File: config.mk
export PLATFORM = sky130hd
export DESIGN_NAME = iq_issue_queue
export DESIGN_NICKNAME = d
export VERILOG_FILES = /design/src/rtl/iq_pkg.sv /design/src/rtl/iq_payload_ram.sv /design/src/rtl/iq_slot_state.sv /design/src/rtl/iq_oldest_pick.sv /design/src/rtl/iq_issue_queue.sv
export SDC_FILE = /design/constraint.sdc
export NUM_CORES = 1
export LEC_CHECK = 0
export ABC_AREA = 1
export BUFFER_PORTS_ARGS = -buffer_cell sky130_fd_sc_hd__buf_2
export CAP_MARGIN = 20
export CORE_ASPECT_RATIO = 0.75
export CORE_MARGIN = 2
export CORE_UTILIZATION = 50
export CTS_BUF_LIST = sky130_fd_sc_hd__clkbuf_2 sky130_fd_sc_hd__clkbuf_4 sky130_fd_sc_hd__clkbuf_8
export DETAILED_ROUTE_END_ITERATION = 8
export PLACE_DENSITY = 0.82
export SYNTH_ARGS = -nofsm -noshare
export SYNTH_HDL_FRONTEND = slang
export SYNTH_HIERARCHICAL = 1
export SYNTH_SLANG_ARGS = --single-unit
File: constraint.sdc
create_clock -name clk -period 5.3 [get_ports clk]
set_input_delay 0.795 -clock clk [delete_from_list [all_inputs] [get_ports clk]]
set_output_delay 0.795 -clock clk [all_outputs]
set_load 0.01 [all_outputs]
File: src/rtl/iq_pkg.sv
package iq_pkg;

  typedef enum logic {
    UNIT_ALU = 1'b0,
    UNIT_MUL = 1'b1
  } unit_e;

  localparam int MUL_OPCODE = 2;

  function automatic unit_e unit_of(input int unsigned opcode);
    return (opcode == MUL_OPCODE) ? UNIT_MUL : UNIT_ALU;
  endfunction

endpackage

File: src/rtl/iq_payload_ram.sv
module iq_payload_ram #(
  parameter int DEPTH = 4,
  parameter int WIDTH = 32,
  localparam int AW = (DEPTH > 1) ? $clog2(DEPTH) : 1
) (
  input  logic             clk,
  input  logic             we,
  input  logic [AW-1:0]    waddr,
  input  logic [WIDTH-1:0] wdata,
  input  logic             re,
  input  logic [AW-1:0]    raddr,
  output logic [WIDTH-1:0] rdata
);

  logic [WIDTH-1:0] mem [DEPTH];

  always_ff @(posedge clk) begin
    if (we) mem[waddr] <= wdata;
  end

  always_ff @(posedge clk) begin
    if (re) rdata <= mem[raddr];
  end

endmodule

File: src/rtl/iq_slot_state.sv
module iq_slot_state
  import iq_pkg::*;
#(
  parameter int REG_W = 5
) (
  input  logic             clk,
  input  logic             rst,
  input  logic             we,
  input  logic             occupied,
  input  unit_e            unit_in,
  input  logic             a_vld_in,
  input  logic [REG_W-1:0] a_in,
  input  logic             a_wait_in,
  input  logic             b_vld_in,
  input  logic [REG_W-1:0] b_in,
  input  logic             b_wait_in,
  input  logic             wake_valid,
  input  logic [REG_W-1:0] wake_reg,
  input  logic             alu_busy,
  input  logic             mul_busy,
  output logic             ready,
  output unit_e            unit_q
);

  logic             a_vld_q, b_vld_q;
  logic [REG_W-1:0] a_q, b_q;
  logic             a_wait_q, b_wait_q;
  logic             a_hit, b_hit, a_live, b_live, unit_stall;
  logic             a_in_hit, b_in_hit;

  always_comb begin
    a_hit      = wake_valid && (wake_reg == a_q);
    b_hit      = wake_valid && (wake_reg == b_q);
    a_in_hit   = wake_valid && (wake_reg == a_in);
    b_in_hit   = wake_valid && (wake_reg == b_in);
    a_live     = a_vld_q && a_wait_q && !a_hit;
    b_live     = b_vld_q && b_wait_q && !b_hit;
    unit_stall = (unit_q == UNIT_MUL) ? mul_busy : alu_busy;
    ready      = occupied && !a_live && !b_live && !unit_stall;
  end

  always_ff @(posedge clk) begin
    if (rst) begin
      a_vld_q  <= 1'b0;
      b_vld_q  <= 1'b0;
      a_q      <= '0;
      b_q      <= '0;
      a_wait_q <= 1'b0;
      b_wait_q <= 1'b0;
      unit_q   <= UNIT_ALU;
    end else if (we) begin
      a_vld_q  <= a_vld_in;
      b_vld_q  <= b_vld_in;
      a_q      <= a_in;
      b_q      <= b_in;
      a_wait_q <= a_vld_in && a_wait_in && !a_in_hit;
      b_wait_q <= b_vld_in && b_wait_in && !b_in_hit;
      unit_q   <= unit_in;
    end else begin
      if (a_hit) a_wait_q <= 1'b0;
      if (b_hit) b_wait_q <= 1'b0;
    end
  end

  // a broadcast for a stored source leaves it no longer waiting
  p_wake_clears_a_r4: assert property (@(posedge clk) disable iff (rst)
    (!we && wake_valid && a_vld_q && wake_reg == a_q) |=> !a_wait_q);
  p_wake_clears_b_r4: assert property (@(posedge clk) disable iff (rst)
    (!we && wake_valid && b_vld_q && wake_reg == b_q) |=> !b_wait_q);

  // a broadcast coinciding with allocation is not lost
  p_alloc_wake_r5: assert property (@(posedge clk) disable iff (rst)
    (we && wake_valid && wake_reg == a_in) |=> !a_wait_q);

endmodule

File: src/rtl/iq_oldest_pick.sv
module iq_oldest_pick #(
  parameter int DEPTH = 4,
  localparam int PTR_W = (DEPTH > 1) ? $clog2(DEPTH) : 1
) (
  input  logic [DEPTH-1:0] ready,
  input  logic [PTR_W-1:0] head,
  output logic             found,
  output logic [PTR_W-1:0] idx,
  output logic [DEPTH-1:0] onehot
);

  always_comb begin
    found  = 1'b0;
    idx    = '0;
    onehot = '0;
    for (int k = 0; k < DEPTH; k++) begin
      logic [PTR_W-1:0] pos;
      pos = PTR_W'((int'(head) + k) % DEPTH);
      if (!found && ready[pos]) begin
        found = 1'b1;
        idx   = pos;
      end
    end
    if (found) onehot[idx] = 1'b1;
  end

endmodule

File: src/rtl/iq_issue_queue.sv
module iq_issue_queue
  import iq_pkg::*;
#(
  parameter int DEPTH = 4,
  parameter int REG_W = 5,
  parameter int OP_W  = 2,
  parameter int IMM_W = 8
) (
  input  logic             clk,
  input  logic             rst,
  input  logic             in_valid,
  input  logic [OP_W-1:0]  in_op,
  input  logic [IMM_W-1:0] in_imm,
  input  logic             in_dst_vld,
  input  logic [REG_W-1:0] in_dst,
  input  logic             in_a_vld,
  input  logic [REG_W-1:0] in_a,
  input  logic             in_a_wait,
  input  logic             in_b_vld,
  input  logic [REG_W-1:0] in_b,
  input  logic             in_b_wait,
  input  logic             wake_valid,
  input  logic [REG_W-1:0] wake_reg,
  input  logic             alu_busy,
  input  logic             mul_busy,
  output logic             full,
  output logic             out_valid,
  output logic [OP_W-1:0]  out_op,
  output logic [IMM_W-1:0] out_imm,
  output logic             out_dst_vld,
  output logic [REG_W-1:0] out_dst,
  output logic             out_a_vld,
  output logic [REG_W-1:0] out_a,
  output logic             out_b_vld,
  output logic [REG_W-1:0] out_b
);

  localparam int PTR_W = (DEPTH > 1) ? $clog2(DEPTH) : 1;
  localparam int CNT_W = $clog2(DEPTH + 1);
  localparam int PAY_W = OP_W + IMM_W + 3 + 3 * REG_W;

  function automatic logic [PTR_W-1:0] wrap_add(input logic [PTR_W-1:0] base, input int off);
    return PTR_W'((int'(base) + off) % DEPTH);
  endfunction

  logic [PTR_W-1:0] head_q, head_n, tail;
  logic [CNT_W-1:0] cnt_q, cnt_n, cnt_after, skip;
  logic [DEPTH-1:0] valid_q, valid_n, ready_vec, sel_oh;
  unit_e            unit_vec [DEPTH];
  logic             alloc_fire, sel_any, full_q, out_valid_q, skip_stop;
  logic [PTR_W-1:0] sel_idx;
  logic [PAY_W-1:0] pay_wr, pay_rd;
  unit_e            in_unit;

  assign alloc_fire = in_valid && !full_q;
  assign tail       = wrap_add(head_q, int'(cnt_q));
  assign in_unit    = unit_of(int'(in_op));
  assign pay_wr     = {in_op, in_imm, in_dst_vld, in_dst, in_a_vld, in_a, in_b_vld, in_b};

  for (genvar i = 0; i < DEPTH; i++) begin : g_slot
    iq_slot_state #(.REG_W(REG_W)) u_slot (
      .clk        (clk),
      .rst        (rst),
      .we         (alloc_fire && (tail == PTR_W'(i))),
      .occupied   (valid_q[i]),
      .unit_in    (in_unit),
      .a_vld_in   (in_a_vld),
      .a_in       (in_a),
      .a_wait_in  (in_a_wait),
      .b_vld_in   (in_b_vld),
      .b_in       (in_b),
      .b_wait_in  (in_b_wait),
      .wake_valid (wake_valid),
      .wake_reg   (wake_reg),
      .alu_busy   (alu_busy),
      .mul_busy   (mul_busy),
      .ready      (ready_vec[i]),
      .unit_q     (unit_vec[i])
    );
  end

  iq_oldest_pick #(.DEPTH(DEPTH)) u_pick (
    .ready  (ready_vec),
    .head   (head_q),
    .found  (sel_any),
    .idx    (sel_idx),
    .onehot (sel_oh)
  );

  iq_payload_ram #(.DEPTH(DEPTH), .WIDTH(PAY_W)) u_ram (
    .clk   (clk),
    .we    (alloc_fire),
    .waddr (tail),
    .wdata (pay_wr),
    .re    (sel_any),
    .raddr (sel_idx),
    .rdata (pay_rd)
  );

  // Occupancy and head movement: the head skips freed slots only from its own position.
  always_comb begin
    valid_n = valid_q;
    if (sel_any)    valid_n[sel_idx] = 1'b0;
    if (alloc_fire) valid_n[tail]    = 1'b1;
    cnt_after = cnt_q + CNT_W'(alloc_fire);
    skip      = '0;
    skip_stop = 1'b0;
    for (int k = 0; k < DEPTH; k++) begin
      if (!skip_stop && (CNT_W'(k) < cnt_after) && !valid_n[wrap_add(head_q, k)])
        skip = skip + CNT_W'(1);
      else
        skip_stop = 1'b1;
    end
    head_n = wrap_add(head_q, int'(skip));
    cnt_n  = cnt_after - skip;
  end

  always_ff @(posedge clk) begin
    if (rst) begin
      valid_q     <= '0;
      head_q      <= '0;
      cnt_q       <= '0;
      full_q      <= 1'b0;
      out_valid_q <= 1'b0;
    end else begin
      valid_q     <= valid_n;
      head_q      <= head_n;
      cnt_q       <= cnt_n;
      full_q      <= (cnt_n == CNT_W'(DEPTH));
      out_valid_q <= sel_any;
    end
  end

  assign full      = full_q;
  assign out_valid = out_valid_q;
  assign {out_op, out_imm, out_dst_vld, out_dst, out_a_vld, out_a, out_b_vld, out_b} = pay_rd;

  // the queue comes out of reset empty
  p_reset_empty_r1: assert property (@(posedge clk) disable iff (rst)
    $fell(rst) |-> (!out_valid && !full));

  // no more than one slot is picked per cycle
  p_single_pick_r10: assert property (@(posedge clk) disable iff (rst)
    $onehot0(sel_oh));

  // the picked slot is an occupied one
  p_pick_occupied_r7: assert property (@(posedge clk) disable iff (rst)
    sel_any |-> valid_q[sel_idx]);

  // nothing goes to a busy unit
  p_mul_not_busy_r6: assert property (@(posedge clk) disable iff (rst)
    (sel_any && unit_vec[sel_idx] == UNIT_MUL) |-> !mul_busy);
  p_alu_not_busy_r6: assert property (@(posedge clk) disable iff (rst)
    (sel_any && unit_vec[sel_idx] == UNIT_ALU) |-> !alu_busy);

  // an allocation against a full queue never raises occupancy
  p_full_drops_r8: assert property (@(posedge clk) disable iff (rst)
    (full && in_valid) |=> ($countones(valid_q) <= $past($countones(valid_q))));

  // an issue follows a cycle in which something was stored
  p_issue_from_store_r2: assert property (@(posedge clk) disable iff (rst)
    out_valid |-> $past(|valid_q));

endmodule

==> out/results.ini <==
[status]
status = complete, no violations

[critical_path]
crit_family = simple AND/OR/NAND/NOR gates
worstSetupStartpointType = input port
cp_data_arrival_time_ns = 5.36
cp_slowest_stage_delay_ns = 0.35
cp_slowest_cell = fa_2
required_ns = 5.75
critPathKind = input port to flip-flop
end_kind = flip-flop
critPathBufInv = 10
critPathMaxFanout = 24
cp_common_cell = nand2_1

[cells_and_area]
nets = 1524
drive_gt1_share_pct = 19.6
finish.utilization_pct = 59.2
multi_input_area_mm2 = 0.00385
fin_cells = 1787
insertedDiodeCount = 0
nFillCells = 1797
final_cell_mix = nand2_1 (412), inv_1 (248), edfxtp_1 (140)
mostFrequentLayoutCell = nand2_1
syn_to_final_growth_pct = 17.0
ff_latch_area_mm2 = 0.00563

[worst_hold_path]
hold_class = flip-flop to flip-flop

[timing]
final-hold-violation-count = 0
clock_skew_ns = 0.0435
hold_slack_ns = 0.467
max_freq_mhz = 204
setup_slack_ns = 0.386
worst_pin_slew_ns = 0.644
setup_viol = 0
fin_crit_ns = 4.91
finalCritPeriodShare_pct = 92.7
tns_ns = 0
slew_headroom_pct = 57.0
drv_slew = 0

[place]
place_hpwl_um = 16800
placed_cells = 1724
place_ws_ns = -0.356
gp_congestion = 0.944
portBuffers = 70

[route]
routed_wl_um = 25300
num_vias = 8948
wl_per_cell_um = 14.1
drtIter0Drc = 765
drc_errors = 0
ant_nets = 0
viasPerCell = 5.01
drt_pass1_iterations = 5

[die]
start_util_pct = 50.6
die_width_um = 173
dieArea_mm2 = 0.0225
io-pin-count = 71
rows = 46
fp.dieH_um = 131
core_area_mm2 = 0.0211

[synthesis]
ys.warnings.count = 6
syn_avg_cell_area_um2 = 7.98
netlist_area_mm2 = 0.0107
synth_cells = 1337
synth_nets = 1387

[clock_tree]
clockBufferDepth = 3
h-tree-depth = 2
cts_buffers = 35
cts_root_buffer = clkbuf_8
tritoncts = done
clkSinkCount = 211
cts.clk_slew.worst_paths_ns = 0.06
clock_latency_ns = 0.53

[power]
peakVddDrop_mv = 0.343
p_per_area_mw_per_mm2 = 574
leakage_uw = 0.00600

[global_routing]
antenna_found_initial = 0
grt_max_degree = 58
track_usage_pct = 22.8
grt_pass1_vias = 8579
grt-ovfl-total = 0
grt_first_pass_wirelength_um = 41100

[flow_run]
maxCapViolations = 0

## routing by layer
layer / global-route usage, % / up-vias / routed length (um)
li1: - / 4452 / -
met1: 30.6 / 4035 / 10700
met2: 38.0 / 402 / 11500
met3: 3.99 / 59 / 2460
met4: 8.03 / 0 / 650
met5: 0 / - / 0
## stage by stage
stage,cell area [um^2],total power [uW]
after detailed placement,11700,5680
final,12500,7160
after global routing,12500,7700
after global placement,11700,5540
after floorplan,10700,4810
after CTS,12400,7130
## worst min-delay path: cells and delay by family, from the launching register on
| family | cells | cell delay (ns) |
|---|---|---|
| AOI/OAI and AO/OA | 1 | 0.05 |
| DFF | 1 | 0.31 |
| and+or+nand+nor | 1 | 0.06 |
## state kept, by name, indices dropped and copies added (netlist names)
register                flops
u_ram/mem                 112
g_slot.u_slot/unit_q        4
head_q                      2
g_slot.u_slot/a_wait_q      4
valid_q                     4
g_slot.u_slot/a_vld_q       4
g_slot.u_slot/b_q          20
out_valid                   1
cnt_q                       3
g_slot.u_slot/a_q          20
full                        1
u_ram/rdata                28
g_slot.u_slot/b_wait_q      4
g_slot.u_slot/b_vld_q       4
## where the power goes
group / switching, uW / leakage [uW] / total (uW) / internal, uW
Sequential: 192 / 0.00188 / 2600 / 2410
Clock: 636 / 0.000369 / 1430 / 796
Combinational: 2070 / 0.00375 / 3130 / 1050
## cell type report
cell class,count,area share (%)
flip-flops and latches,211,45.1
multi-input cells,813,30.9
inverters,281,8.65
repair buffers,132,6.81
clock buffers,48,4.84
well taps,288,2.89
clock inverters,14,0.842
## path summary, 6_finish.rpt
kind	endpoint	slack [ns]	depth (start not counted)	from
max	full	0.39	39	wake_reg[2]
min reg2reg	g_slot[3].u_slot/b_vld_q	0.47	2	g_slot[3].u_slot/b_vld_q
max reg2reg	full	0.55	40	g_slot[0].u_slot/a_q[2]
min	g_slot[3].u_slot/b_vld_q	0.47	2	g_slot[3].u_slot/b_vld_q
## what timing repair did
action                                  CTS  global route
endpoints found under the hold margin     0             0
buffers inserted                          0             1
hold buffers                              0             0
endpoints found under the setup margin    0             4
resized for setup                         0            27
Note: power is estimated with default switching activity, not from simulation.
